**src/rtl/rx_burst_pkg.sv**
```systemverilog
package rx_burst_pkg;
  localparam int WORDS_W = 4;
  localparam int BYTES_W = 2;
  localparam int BURST_W = WORDS_W + BYTES_W;

  function automatic logic [BURST_W-1:0] burst_size(
    input logic [WORDS_W-1:0] words,
    input logic [BYTES_W-1:0] bytes,
    input logic               gran
  );
    logic [BURST_W-1:0] base;
    base = {words, {BYTES_W{1'b0}}};
    return gran ? (base | {{WORDS_W{1'b0}}, bytes}) : base;
  endfunction
endpackage

```
**src/rtl/rxq_store.sv**
```systemverilog
module rxq_store #(
  parameter int DEPTH  = 64,
  parameter int DATA_W = 8,
  parameter int LVL_W  = $clog2(DEPTH + 1)
) (
  input  logic              clk,
  input  logic              rst_n,
  input  logic              clear,
  input  logic              push,
  input  logic              pop,
  input  logic [DATA_W-1:0] wdata,
  output logic [DATA_W-1:0] rdata,
  output logic [LVL_W-1:0]  level
);
  localparam int ADDR_W = $clog2(DEPTH);

  logic [DATA_W-1:0] mem [DEPTH];
  logic [ADDR_W-1:0] wr_ptr, rd_ptr;

  always_ff @(posedge clk) begin
    if (push) mem[wr_ptr] <= wdata;
  end

  always_ff @(posedge clk or negedge rst_n) begin
    if (!rst_n) begin
      wr_ptr <= '0;
      rd_ptr <= '0;
      level  <= '0;
    end else if (clear) begin
      wr_ptr <= '0;
      rd_ptr <= '0;
      level  <= '0;
    end else begin
      if (push) wr_ptr <= wr_ptr + 1'b1;
      if (pop)  rd_ptr <= rd_ptr + 1'b1;
      case ({push, pop})
        2'b10:   level <= level + 1'b1;
        2'b01:   level <= level - 1'b1;
        default: level <= level;
      endcase
    end
  end

  assign rdata = mem[rd_ptr];
endmodule

```
**src/rtl/rxq_burst_cmp.sv**
```systemverilog
module rxq_burst_cmp
  import rx_burst_pkg::*;
#(
  parameter int LVL_W = 7
) (
  input  logic [LVL_W-1:0]   level,
  input  logic [WORDS_W-1:0] words,
  input  logic [BYTES_W-1:0] bytes,
  input  logic               gran,
  output logic               ready
);
  logic [BURST_W-1:0] size;
  logic [31:0]        lvl_ext, size_ext;

  always_comb begin
    size     = burst_size(words, bytes, gran);
    lvl_ext  = 32'(level);
    size_ext = 32'(size);
    ready    = (size != '0) && (lvl_ext >= size_ext);
  end
endmodule

```
**src/rtl/rxq_idle_timer.sv**
```systemverilog
module rxq_idle_timer #(
  parameter int TMO_CHARS = 4,
  parameter int LVL_W     = 7
) (
  input  logic             clk,
  input  logic             rst_n,
  input  logic             clear,
  input  logic             char_in,
  input  logic             pop,
  input  logic             push,
  input  logic             tick,
  input  logic [LVL_W-1:0] level,
  output logic             expired
);
  localparam int CNT_W = $clog2(TMO_CHARS + 1);
  localparam logic [CNT_W-1:0] LIMIT = CNT_W'(TMO_CHARS);

  logic [CNT_W-1:0] cnt;
  logic             drain;

  assign drain = pop && !push && (level == LVL_W'(1));

  always_ff @(posedge clk or negedge rst_n) begin
    if (!rst_n) begin
      cnt     <= '0;
      expired <= 1'b0;
    end else if (clear || char_in || drain) begin
      cnt     <= '0;
      expired <= 1'b0;
    end else if (pop) begin
      cnt <= '0;
    end else if (tick && (level != '0) && (cnt != LIMIT)) begin
      cnt <= cnt + 1'b1;
      if (cnt + 1'b1 == LIMIT) expired <= 1'b1;
    end
  end
endmodule

```
**src/rtl/rx_burst_fifo.sv**
```systemverilog
module rx_burst_fifo
  import rx_burst_pkg::*;
#(
  parameter int DEPTH     = 64,
  parameter int DATA_W    = 8,
  parameter int TMO_CHARS = 4,
  localparam int LVL_W    = $clog2(DEPTH + 1)
) (
  input  logic              clk,
  input  logic              rst_n,
  input  logic              in_valid,
  output logic              in_ready,
  input  logic [DATA_W-1:0] in_data,
  output logic              out_valid,
  input  logic              out_ready,
  output logic [DATA_W-1:0] out_data,
  input  logic              char_tick,
  input  logic              clear,
  input  logic [3:0]        burst_words,
  input  logic [1:0]        burst_bytes,
  input  logic              byte_gran,
  output logic [LVL_W-1:0]  level,
  output logic              evt_burst,
  output logic              evt_timeout,
  output logic              overrun
);
  logic push_acc, pop_acc, tmo_raw;

  assign in_ready  = (level != LVL_W'(DEPTH));
  assign out_valid = (level != '0);
  assign push_acc  = in_valid && in_ready && !clear;
  assign pop_acc   = out_valid && out_ready && !clear;

  rxq_store #(.DEPTH(DEPTH), .DATA_W(DATA_W), .LVL_W(LVL_W)) u_store (
    .clk(clk), .rst_n(rst_n), .clear(clear), .push(push_acc), .pop(pop_acc),
    .wdata(in_data), .rdata(out_data), .level(level)
  );

  rxq_burst_cmp #(.LVL_W(LVL_W)) u_cmp (
    .level(level), .words(burst_words), .bytes(burst_bytes),
    .gran(byte_gran), .ready(evt_burst)
  );

  rxq_idle_timer #(.TMO_CHARS(TMO_CHARS), .LVL_W(LVL_W)) u_timer (
    .clk(clk), .rst_n(rst_n), .clear(clear), .char_in(in_valid),
    .pop(pop_acc), .push(push_acc), .tick(char_tick), .level(level),
    .expired(tmo_raw)
  );

  assign evt_timeout = tmo_raw && !evt_burst;

  always_ff @(posedge clk or negedge rst_n) begin
    if (!rst_n)                     overrun <= 1'b0;
    else if (clear)                 overrun <= 1'b0;
    else if (in_valid && !in_ready) overrun <= 1'b1;
  end
endmodule

```
**config.mk**
```make
export PLATFORM = sky130hd
export DESIGN_NAME = rx_burst_fifo
export DESIGN_NICKNAME = d
export VERILOG_FILES = /design/src/rtl/rx_burst_pkg.sv /design/src/rtl/rxq_store.sv /design/src/rtl/rxq_burst_cmp.sv /design/src/rtl/rxq_idle_timer.sv /design/src/rtl/rx_burst_fifo.sv
export SDC_FILE = /design/constraint.sdc
export NUM_CORES = 1
export LEC_CHECK = 0
export BUFFER_PORTS_ARGS = -buffer_cell sky130_fd_sc_hd__buf_2
export CELL_PAD_IN_SITES_DETAIL_PLACEMENT = 1
export CELL_PAD_IN_SITES_GLOBAL_PLACEMENT = 1
export CORE_ASPECT_RATIO = 0.75
export CORE_MARGIN = 1
export CORE_UTILIZATION = 55
export CTS_CLUSTER_SIZE = 8
export DETAILED_ROUTE_END_ITERATION = 12
export PLACE_DENSITY = 0.91
export SETUP_SLACK_MARGIN = 0.15
export SYNTH_ARGS = -nofsm -noshare
export SYNTH_HDL_FRONTEND = slang
export SYNTH_HIERARCHICAL = 1
export SYNTH_SLANG_ARGS = --single-unit
```
**constraint.sdc**
```tcl
create_clock -name clk -period 3.4 [get_ports clk]
set_input_delay 0.34 -clock clk [delete_from_list [all_inputs] [get_ports clk]]
set_output_delay 0.34 -clock clk [all_outputs]
set_load 0.01 [all_outputs]
```
==> key figures <==
Logic synthesis
  – Syn Inst Count: 1153
  – Syn nets: around 1200
  – Count of different cell masters after synthesis: 60
  – Synth top area share: 0.710
  – Top cells by count, synth: edfxtp_1, mux4_2, nor2_1, mux2i_1, nand2_1
  – Yosys warns: 6
  – Synth async-reset ratio: 0.0448
  – Post-synth top flop: edfxtp_1
  – Sequential-to-total area share from yosys stat: 0.737
  – Cell area after synthesis: approximately 0.022 mm2
  – Top cells by area, synth: edfxtp_1, mux4_2, dfrtp_1
  – Post-synth EDFFs: 512
  – Leading area contributor after synthesis: edfxtp_1
  – Synth Register Bits: between 500 and 600
  – Mean Syn Cell Area: ~19 um2
  – Count leader, synth: edfxtp_1

Timing
  – Max_slew headroom: 0.00965
  – Fmax: about 270 MHz
  – Final worst slack: -0.269 ns
  – Final Hold Viols: 0
  – RSZ-0062 raised after global routing: true
  – Period utilization: 1.08
  – Slew Viols, Final: 0
  – Least-Margin Pin Slew: roughly 1.5 ns
  – Clk_skew: around 0.033 ns
  – Final setup viols: 6
  – Min Tclk post-route: about 3.7 ns

Worst setup path
  – Reg2Reg Setup Slack: around 0.060 ns
  – Crit path launch: u_store/rd_ptr[0]
  – R2R depth: 8
  – Crit path kind: reg -> out
  – Crit path to: out_data[4]
  – Crit end category: primary output
  – CP Data Required Time: between 3 and 4 ns
  – Reg2reg end: u_store/wr_ptr[5]
  – Reg2Reg Launch Point: u_store/level[5]
  – WP data arrival: between 3 and 4 ns
  – Max Fanout on Critical Path: 10
  – CP startpoint kind: flip-flop

Die
  – Die height: 174 um
  – Width of the die: 231 um
  – I/O pin cnt: 41
  – Die Footprint: ~0.04 mm2
  – Initial core utilization: 0.562
  – Cell row count: 62
  – Core Box Area: 0.0386 mm2

Detailed routing
  – 1st-iter DRT viols: roughly 2300
  – DRC: 0
  – Routed WL: between 70000 and 80000 um
  – Antenna viol nets, final: 0
  – DR vias/cell: approximately 7.4
  – First drt pass iteration count: 6
  – Via count: about 14000
  – Routed WL per cell: ~40 um

Cells and area
  – Final non-filler cell total: 1895
  – Fin nets: approximately 1400
  – Area Growth Syn to Fin: 20.4%
  – Final core utilization: 0.676
  – Share of cells above drive strength 1: 0.340

Min path
  – Worst Hold Class: in -> reg

Status
  – Failing checks: setup timing
  – Status: finished, violations left

Clock network
  – Cts bufs inserted: 76
  – CTS tree: done
  – Clock Path Buffers: 3
  – Clk sinks: roughly 540
  – Root Buffer: clkbuf_16
  – H-tree levels: 3
  – Clk pin slew, worst setup/hold paths: about 0.060 ns
  – Skew-Pair Late Insertion Delay: 0.62 ns

Power
  – Switch share: 0.249
  – Int Power: 0.0124 W
  – Worst VDD drop: 509 uV
  – Comb power frac: 0.129
  – Seq pwr share: 0.443
  – Pwr dens: about 630 mW/mm2
  – Sw Pwr: approximately 0.004 W
  – Part of the power in the clock network: 0.427
  – Leakage Power: around 8.5 nW

GRT
  – Vias in the first global route: approximately 14000
  – First-pass GRT wire length: 104000 um
  – Remaining Overflow, GRT: 0
  – Initial antenna violation count: 6
  – Total GRT Usage: 0.372
  – Pin count of the biggest net entering global routing: 65

Placement
  – Port Buffers: 40
  – DP Wirelength: between 30000 and 40000 um
  – Post-Place Cells: 1735
  – Gp weighted congestion: roughly 0.85

Job
  – Max Cap Viol: 0
==> through the flow <==
stage / power [W] / instance area (um2) / hold slack, ns / TNS (ns) / setup slack (ns)
finish: 0.0165 / 26100 / 0.0899 / -0.809 / -0.269
global route: 0.0168 / 26100 / 0.0894 / -0.654 / -0.235
CTS: 0.0161 / 25700 / 0.0662 / 0 / 0.104
detailed placement: 0.00898 / 22900 / 0.405 / 0 / 0.250
global placement: 0.00890 / 22900 / 0.389 / 0 / 0.422
floorplan: 0.00849 / 21700 / 0.0444 / 0 / 0.669
==> how the worst min path moves through the flow <==
stage / start / end / cells after the start
after floorplan: rst_n / overrun / 0
after global placement: rst_n / u_timer/cnt[2] / 1
after detailed placement: rst_n / u_timer/cnt[2] / 1
after CTS: in_valid / u_timer/expired / 3
after global routing: in_valid / u_timer/expired / 3
final: in_valid / u_timer/expired / 3
==> power groups by stage <==
stage / clock, W / combinational [W] / sequential, W
final: 0.00707 / 0.00214 / 0.00733
after global routing: 0.00727 / 0.00221 / 0.00733
after CTS: 0.00690 / 0.00191 / 0.00733
after detailed placement: 0 / 0.00149 / 0.00750
after global placement: 0 / 0.00141 / 0.00749
after floorplan: 0 / 0.00103 / 0.00746
==> cell families (layout without fill, tap and decap cells) <==
kind of cell | count (synthesis) | after routing | synth area share
AND/OR/NAND/NOR | 229 | 229 | 0.0533
other | 0 | 2 | 0
XOR/XNOR | 17 | 17 | 0.00687
flip-flops | 536 | 536 | 0.737
buffers and inverters | 75 | 303 | 0.0197
multiplexers | 178 | 178 | 0.141
AO/OA/AOI/OAI | 105 | 105 | 0.0346
adder cells (fa/ha/maj) | 13 | 13 | 0.00751
==> sequential cells by signal, summed over array words and instances (netlist names) <==
| name | flops |
|---|---|
| u_store/rd_ptr | 6 |
| overrun | 1 |
| u_store/wr_ptr | 6 |
| u_store/mem | 512 |
| u_timer/expired | 1 |
| u_timer/cnt | 3 |
| u_store/level | 7 |
==> what timing repair did <==
action	CTS	global route
hold buffers	1	0
endpoints found under the hold margin	24	0
cloned	6	0
gates resized for setup	67	52
setup buffers	30	18
setup endpoints to repair	8	118
pin swaps	28	27
==> layout make-up <==
cell class	count	area (um2)
flip-flops and latches	536	16000
fillers	3092	12500
multi-input cells	542	5590
clock buffers	98	2030
repair buffers	189	1730
well taps	512	641
clock inverters	5	51.3
inverters	11	41.3
diodes	2	5.00
==> critical path: stages, from the launching register on <==
cell	delay [ns]
dfrtp_4	0.52
buf_12	0.17
buf_16	0.15
buf_4	0.15
mux4_2	0.44
nand2b_1	0.18
o211ai_1	0.12
nand4_1	0.46
and4_4	0.40
buf_6	0.13
==> cells in the final DEF, fill, tap and decap left out, types with 15 or more instances in the layout <==
master       n
buf_2       35
buf_4      114
buf_6       15
clkbuf_1    20
clkbuf_16   78
dfrtp_1     20
edfxtp_1   512
mux2_2      30
mux2i_1     44
mux4_2      97
nand2_1     32
nand2b_1    16
nand3_1     15
nand4_1     15
nor2_1      81
o211ai_1    15
==> layer usage <==
layer | global-route usage | routed length [um] | vias up
met5 | 0 | 112 | -
met4 | 0.189 | 5220 | 10
met3 | 0.108 | 10000 | 394
met2 | 0.563 | 35000 | 1439
met1 | 0.497 | 26500 | 7089
li1 | - | - | 5058
(Power assumes the default switching activity.)
